<file path="src/rtl/ccd_timing_gen.sv">
module ccd_timing_gen #(
  parameter int HALF_CYC      = 25,
  parameter int LEAD_DUMMY    = 32,
  parameter int IMAGE_PIX     = 1500,
  parameter int TRAIL_DUMMY   = 14,
  parameter int ICG_LEAD_CYC  = 20,
  parameter int SH_HIGH_CYC   = 120,
  parameter int SH_TAIL_CYC   = 120,
  parameter int CLEAR_PAD_CYC = 400,
  parameter bit INVERT        = 1'b0,
  localparam int FRAME = LEAD_DUMMY + IMAGE_PIX + TRAIL_DUMMY,
  localparam int IDXW  = $clog2(FRAME)
) (
  input  logic            clk,
  input  logic            rst_n,
  input  logic            start,
  input  logic            clear,
  output logic            mclk,
  output logic            icg,
  output logic            sh,
  output logic            sample_strobe,
  output logic [IDXW-1:0] pixel_idx,
  output logic            integ_start,
  output logic            done
);

  localparam int HW   = $clog2(HALF_CYC + 1);
  localparam int T1   = (ICG_LEAD_CYC > SH_HIGH_CYC) ? ICG_LEAD_CYC : SH_HIGH_CYC;
  localparam int T2   = (SH_TAIL_CYC > CLEAR_PAD_CYC) ? SH_TAIL_CYC : CLEAR_PAD_CYC;
  localparam int TMAX = (T1 > T2) ? T1 : T2;
  localparam int TW   = $clog2(TMAX + 1);

  typedef enum logic [2:0] {S_IDLE, S_LEAD, S_SHH, S_TAIL, S_READ, S_PAD} state_t;

  state_t          state;
  logic [HW-1:0]   hc;
  logic            mclk_q, icg_q, sh_q, strobe_q, integ_q, done_q;
  logic            clr_mode, odd, pend, pend_clr;
  logic [TW-1:0]   tmr;
  logic [IDXW-1:0] idx;

  wire rise   = (hc == HW'(HALF_CYC - 1)) && !mclk_q;
  wire go     = start || clear || pend;
  wire go_clr = pend ? pend_clr : !start;

  always_ff @(posedge clk) begin
    if (!rst_n) begin
      hc     <= '0;
      mclk_q <= 1'b0;
    end else if (hc == HW'(HALF_CYC - 1)) begin
      hc     <= '0;
      mclk_q <= !mclk_q;
    end else begin
      hc <= hc + 1'b1;
    end
  end

  always_ff @(posedge clk) begin
    if (!rst_n) begin
      state    <= S_IDLE;
      icg_q    <= 1'b1;
      sh_q     <= 1'b0;
      strobe_q <= 1'b0;
      integ_q  <= 1'b0;
      done_q   <= 1'b0;
      clr_mode <= 1'b0;
      odd      <= 1'b0;
      pend     <= 1'b0;
      pend_clr <= 1'b0;
      tmr      <= '0;
      idx      <= '0;
    end else begin
      strobe_q <= 1'b0;
      integ_q  <= 1'b0;
      done_q   <= 1'b0;
      if (tmr != TW'(TMAX)) tmr <= tmr + 1'b1;
      if (state != S_IDLE && (start || clear) && !pend) begin
        pend     <= 1'b1;
        pend_clr <= !start;
      end
      case (state)
        S_IDLE: if (go) begin
          state    <= S_LEAD;
          icg_q    <= 1'b0;
          tmr      <= '0;
          clr_mode <= go_clr;
          pend     <= 1'b0;
        end
        S_LEAD: if (tmr == TW'(ICG_LEAD_CYC - 1)) begin
          state <= S_SHH;
          sh_q  <= 1'b1;
          tmr   <= '0;
        end
        S_SHH: if (tmr == TW'(SH_HIGH_CYC - 1)) begin
          state   <= S_TAIL;
          sh_q    <= 1'b0;
          integ_q <= 1'b1;
          tmr     <= '0;
        end
        S_TAIL: if (tmr >= TW'(SH_TAIL_CYC - 1) && rise) begin
          state    <= S_READ;
          icg_q    <= 1'b1;
          idx      <= '0;
          odd      <= 1'b1;
          strobe_q <= !clr_mode;
        end
        S_READ: if (rise) begin
          if (odd) begin
            odd <= 1'b0;
          end else if (idx == IDXW'(FRAME - 1)) begin
            if (clr_mode) begin
              state <= S_PAD;
              tmr   <= '0;
            end else begin
              state  <= S_IDLE;
              done_q <= 1'b1;
            end
          end else begin
            idx      <= idx + 1'b1;
            odd      <= 1'b1;
            strobe_q <= !clr_mode;
          end
        end
        S_PAD: if (tmr == TW'(CLEAR_PAD_CYC - 1)) begin
          state  <= S_IDLE;
          done_q <= 1'b1;
        end
        default: state <= S_IDLE;
      endcase
    end
  end

  assign mclk          = mclk_q ^ INVERT;
  assign icg           = icg_q ^ INVERT;
  assign sh            = sh_q ^ INVERT;
  assign sample_strobe = strobe_q;
  assign pixel_idx     = idx;
  assign integ_start   = integ_q;
  assign done          = done_q;

endmodule


</file>
<file path="config.mk">
export PLATFORM = sky130hd
export DESIGN_NAME = ccd_timing_gen
export DESIGN_NICKNAME = d
export VERILOG_FILES = /design/src/rtl/ccd_timing_gen.sv
export SDC_FILE = /design/constraint.sdc
export NUM_CORES = 1
export LEC_CHECK = 0
export ABC_CLOCK_PERIOD_IN_PS = 2200
export BUFFER_PORTS_ARGS = -buffer_cell sky130_fd_sc_hd__buf_4
export CAP_MARGIN = 20
export CORE_ASPECT_RATIO = 1.4
export CORE_MARGIN = 2
export CORE_UTILIZATION = 52
export DETAILED_ROUTE_END_ITERATION = 7
export PLACE_DENSITY = 0.76
export SLEW_MARGIN = 20
export SYNTH_ARGS = -nofsm -noshare
export SYNTH_HDL_FRONTEND = slang
export SYNTH_SLANG_ARGS = --single-unit
</file>
<file path="constraint.sdc">
create_clock -name clk -period 2.2 [get_ports clk]
set_clock_uncertainty 0.2 [all_clocks]
set_input_delay 0.33 -clock clk [delete_from_list [all_inputs] [get_ports clk]]
set_output_delay 0.33 -clock clk [all_outputs]
set_load 0.01 [all_outputs]
</file>
Word level (Yosys, flattened, before mapping)
Index checks and enable logic that the tools add are counted.

cells by class
  equal/unequal tests = 20
  muxes and demuxes = 50
  multipliers = 0
  reduce and logical (&&, ||, !) cells = 23
  add/sub/neg operators = 3
  shift-type cells = 0
  bitwise gates (word level) = 1
  $lt $le $gt $ge = 1
  divide/modulo/power cells = 0

operators by type and width
  operator                                                                             count
  9-bit two-way mux                                                                    8
  11-bit two-way mux                                                                   4
  9-bit case mux with 4 select lines                                                   1
  3-bit two-way mux                                                                    9
  11-bit case mux with 2 select lines                                                  1
  1-bit two-way mux                                                                    21
  2-bit inequality test, second input constant                                         9
  3-bit case mux with 6 select lines                                                   1
  11-bit by 1-bit adder with 11-bit output, second input constant                      1
  11-bit equality test, second input constant                                          1
  1-bit case mux with 2 select lines                                                   5
  9-bit by 1-bit adder with 9-bit output, second input constant                        1
  9-bit by 5-bit equality test with 1-bit output, second input constant                1
  9-bit by 7-bit equality test with 1-bit output, second input constant                1
  9-bit equality test, second input constant                                           1
  9-bit by 7-bit greater-or-equal comparator with 1-bit output, second input constant  1
  9-bit inequality test, second input constant                                         1
  3-bit AND reduction                                                                  3
  8-bit AND reduction                                                                  1
  3-bit by 2-bit equality test with 1-bit output, second input constant                2
  3-bit equality test, second input constant                                           2
  2-bit nonzero test                                                                   3
  5-bit by 1-bit adder with 5-bit output, second input constant                        1
  5-bit equality test, second input constant                                           1
  other kinds (10)                                                                     18

storage, ports and cells
  output and inout bits = 17
  flip-flop bits (word level) = 38
  memory bits (read-only) = 0
  latch bits = 0
  bits in writable memories = 0
  memories = 0

Logic depth before layout (Yosys ltp)
  depth after elaboration = 7
  mapped depth = 9
  mapped depth without buffers = 7

Worst setup path after synthesis
OpenSTA, ideal clock, no wires.

  path kind = reg-to-reg
  start = reg hc[0]
  end = reg idx[6], in the netlist pixel_idx[6]
  arrival = 2.143 ns
  stages on the path, launching flop included = 10
  required time = 1.940 ns
  slack = -0.203 ns
  cells stage by stage = dfxtp_1 > inv_1 > ha_1 > nand4b_4 > or2_4 > or4_1 > buf_2 > buf_6 > a2111o_1 > nand2_1

on the way
  longest elaborated chain between the ends = 5
  elaborated cells between the ends (all ways) = 6
  those cells by class = eq/ne (3); reduce/logical (3)

RTL lines
  what                             line  source
  from (decl)                      36    logic [HW-1:0] hc;
  from (signal assigned)           54    hc <= hc + 1'b1;
  5-bit equality test *            42    wire rise = (hc == HW'(HALF_CYC - 1)) && !mclk_q;
  1-bit logical AND *              42
  1-bit logical AND                100   S_TAIL: if (tmr >= TW'(SH_TAIL_CYC - 1) && rise) begin
  2-bit inequality test (no line)  n/a
  5-bit AND reduction (no line) *  n/a
  to (signal assigned)             119   idx <= idx + 1'b1;
  to (decl)                        40    logic [IDXW-1:0] idx;

Every way passes the cells marked *; elsewhere a longest branch is shown, timed or not.
A chain may end at the register's enable or synchronous reset.

==> results.toml <==
[clock_network]
cts-root-buf = "clkbuf_8"
htree_num_levels = 2
tritoncts = "built"
clk_pin_slew_ps = 70
insertion_delay_ps = 300
cts_buffers = 5
clk_path_buf_depth = 2
clock-sinks = 38

[routing]
vias = 2112
drt-total-wl_mm = 5.931
first_pass_iters = 5
drtIter0Drc = 144
remaining_drc_errors = 0
final_antenna_net_count = 0
viasPerCell = 6.069
routedWlPerCell_um = 17.04

[critical_path]
r2r_start = "pixel_idx[2]"
arrival_ps = 2270
crit_type = "flip-flop to flip-flop"
r2r_slack_ps = -30
r2r-end = "sh"
critPathMaxFanout = 7
ff2ff_path_depth = 5
required_ps = 2240
crit_path_start_kind = "flip-flop"
cp-end-kind = "flip-flop"

[timing]
rsz0062_at_grt = "true"
period_needed_ps = 2227
worstMarginPinSlew_ps = 436.7
final_hold_viol_count = 0
worst_slack_ps = -26.58
drv_slew = 0
slew_headroom_pct = 70.57
clock.fmax_mhz = 449.1
fin_crit_sh_pct = 101.2
setup_viol = 3

[die]
rows = 26
io_pins = 21
dieArea_mm2 = 0.004395
die_h_um = 77.65
die_w_um = 56.61
core_area_mm2 = 0.003676
initial_core_util_pct = 54.80

[synth]
yosysUniqueCellTypes = 51
synth_cells = 232
synth_compound_gate_area_share_pct = 19.94
synth-seq-cells = 38
synth_ff_type = "dfxtp_1"
synth_adder_area_share_pct = 3.727
yosys_warnings = 0
ys_seq_area_share_pct = 37.76
synth_top_family_by_area = "simple AND/OR/NAND/NOR gates"
avgSynthCellArea_um2 = 8.683
yosys.area_share.simple_pct = 27.33
synthArstFlopShare_pct = 0
synth-xor-area-share_pct = 4.783
syn_nets = 242
synth-edff-count = 0
synthMuxAreaShare_pct = 1.553
syn-cell-area_mm2 = 0.002014

[final_layout]
final_common_cell = "buf_4"
ff_latch_area_um2 = 767.0
final_cell_mix = "buf_4, dfxtp_1, nor2_1"
fin_cells = 348
multi_input_area_mm2 = 0.001339
drive_above_1_share_pct = 41.18
nets = 315
fillers = 252
syn_to_final_growth_pct = 43.42
diodes = 0

[outcome]
outcome = "complete, but fails checks"
violations = "setup timing"

[place]
dp_hpwl_mm = 3.818
io_buffer_count = 20
gp_routability_congestion = 0.8438
dp_cells = 338

[worst_hold_path]
min_to = "pend_clr"
min_path_cells = 2
hold_class = "primary input to flip-flop"
hp-start = "start"

[global_routing]
grt_pass1_wl_mm = 9.349
grt_overflow = 0
grt_max_degree = 18
grt_antenna_before_repair = 0
grt_use_total_pct = 26.70
grt_pass1_vias = 2058

[run]
maxCapViolations = 0

[power_and_ir_drop]
p_leak_nw = 1.192
power.total_mw = 1.956
power_density_mw_per_mm2 = 677.0
vdd_drop_max_v = 0.0009122
-- worst max-delay path: stages (launching register included) --
cell     delay (ps)
dfxtp_2         320
or4b_4          580
nor4_4          350
o22ai_4         180
nor4_2          360
o211a_1         180
-- where the power goes --
part | switching [mW] | internal (mW) | leakage [nW]
Sequential | 0.0580 | 0.753 | 0.310
Clock | 0.253 | 0.253 | 0.0482
Combinational | 0.342 | 0.296 | 0.833
Total | 0.654 | 1.30 | 1.19
-- how the worst max path moves through the flow --
| stage | start | depth (start not counted) | endpoint |
|---|---|---|---|
| 5_1_grt | pixel_idx[1] | 7 | state[0] |
| 3_3_place_gp | pixel_idx[0] | 6 | sh |
| 4_1_cts | hc[1] | 7 | pixel_idx[10] |
| 3_5_place_dp | pixel_idx[0] | 6 | sh |
| 2_1_floorplan | hc[1] | 9 | pixel_idx[6] |
| 6_report | pixel_idx[2] | 5 | sh |
-- cell families after synthesis --
logic type / Yosys count
and+or+nand+nor: 101
AOI/OAI and AO/OA: 50
DFF: 38
buffers and inverters: 23
xor gates and xnor gates: 11
adders and majority gates: 6
muxes: 3
-- flip-flops by register name (all words and copies together) (netlist names), 3 cells and up --
signal	cells
hc	5
pixel_idx	11
state	3
tmr	9
-- per-stage QoR --
step | worst slack (ps) | hold slack, ps | instance area [um^2] | setup TNS (ps) | utilization [%]
2_1_floorplan | -142.0 | 218.6 | 2046 | -1648 | -
3_5_place_dp | -254.7 | 293.3 | 2614 | -2826 | 71.10
4_1_cts | -10.08 | 31.12 | 2789 | -14.88 | 75.87
3_3_place_gp | -230.2 | 281.1 | 2614 | -2047 | 71.10
5_1_grt | -108.5 | 47.72 | 2889 | -1636 | 78.59
6_report | -26.58 | 34.80 | 2889 | -64.99 | 78.59
-- cells in the mapped netlist, drive strengths merged, types with 5 or more instances --
master	number	share of area (%)
dfxtp	38	38
buf	5	1.6
o2111ai	6	2.6
a21oi	9	2.2
nor4	6	1.9
a2111o	6	3.4
nand3	12	3.0
xnor2	7	3.0
ha	6	3.7
clkbuf	6	1.1
o21ai	6	1.5
nor3	10	2.5
inv	11	2.0
nor2	27	5.0
nand2	16	3.0
-- metal layers --
layer,track usage [%],part of all wire (%),wire (um),vias up
li1,-,-,-,1013
met1,27.38,37,2192,1022
met2,49.77,56,3351,58
met3,4.500,3.5,205,19
met4,14.52,3.1,181,0
met5,0,0,0,-
-- layout make-up --
cell class              instances  area share, %
multi-input cells             172          46.34
inverters                      12          1.559
clock buffers                   7          2.988
repair buffers                 76          20.57
clock inverters                 1         0.1732
well taps                      42          1.819
flip-flops and latches         38          26.55
-- timing repair --
action | CTS | global route
cloned | 1 | 0
pin swaps | 6 | 11
buffers inserted | 0 | 1
hold buffers | 0 | 0
setup endpoints to repair | 25 | 25
gates resized for setup | 14 | 26
(Power assumes the default switching activity.)
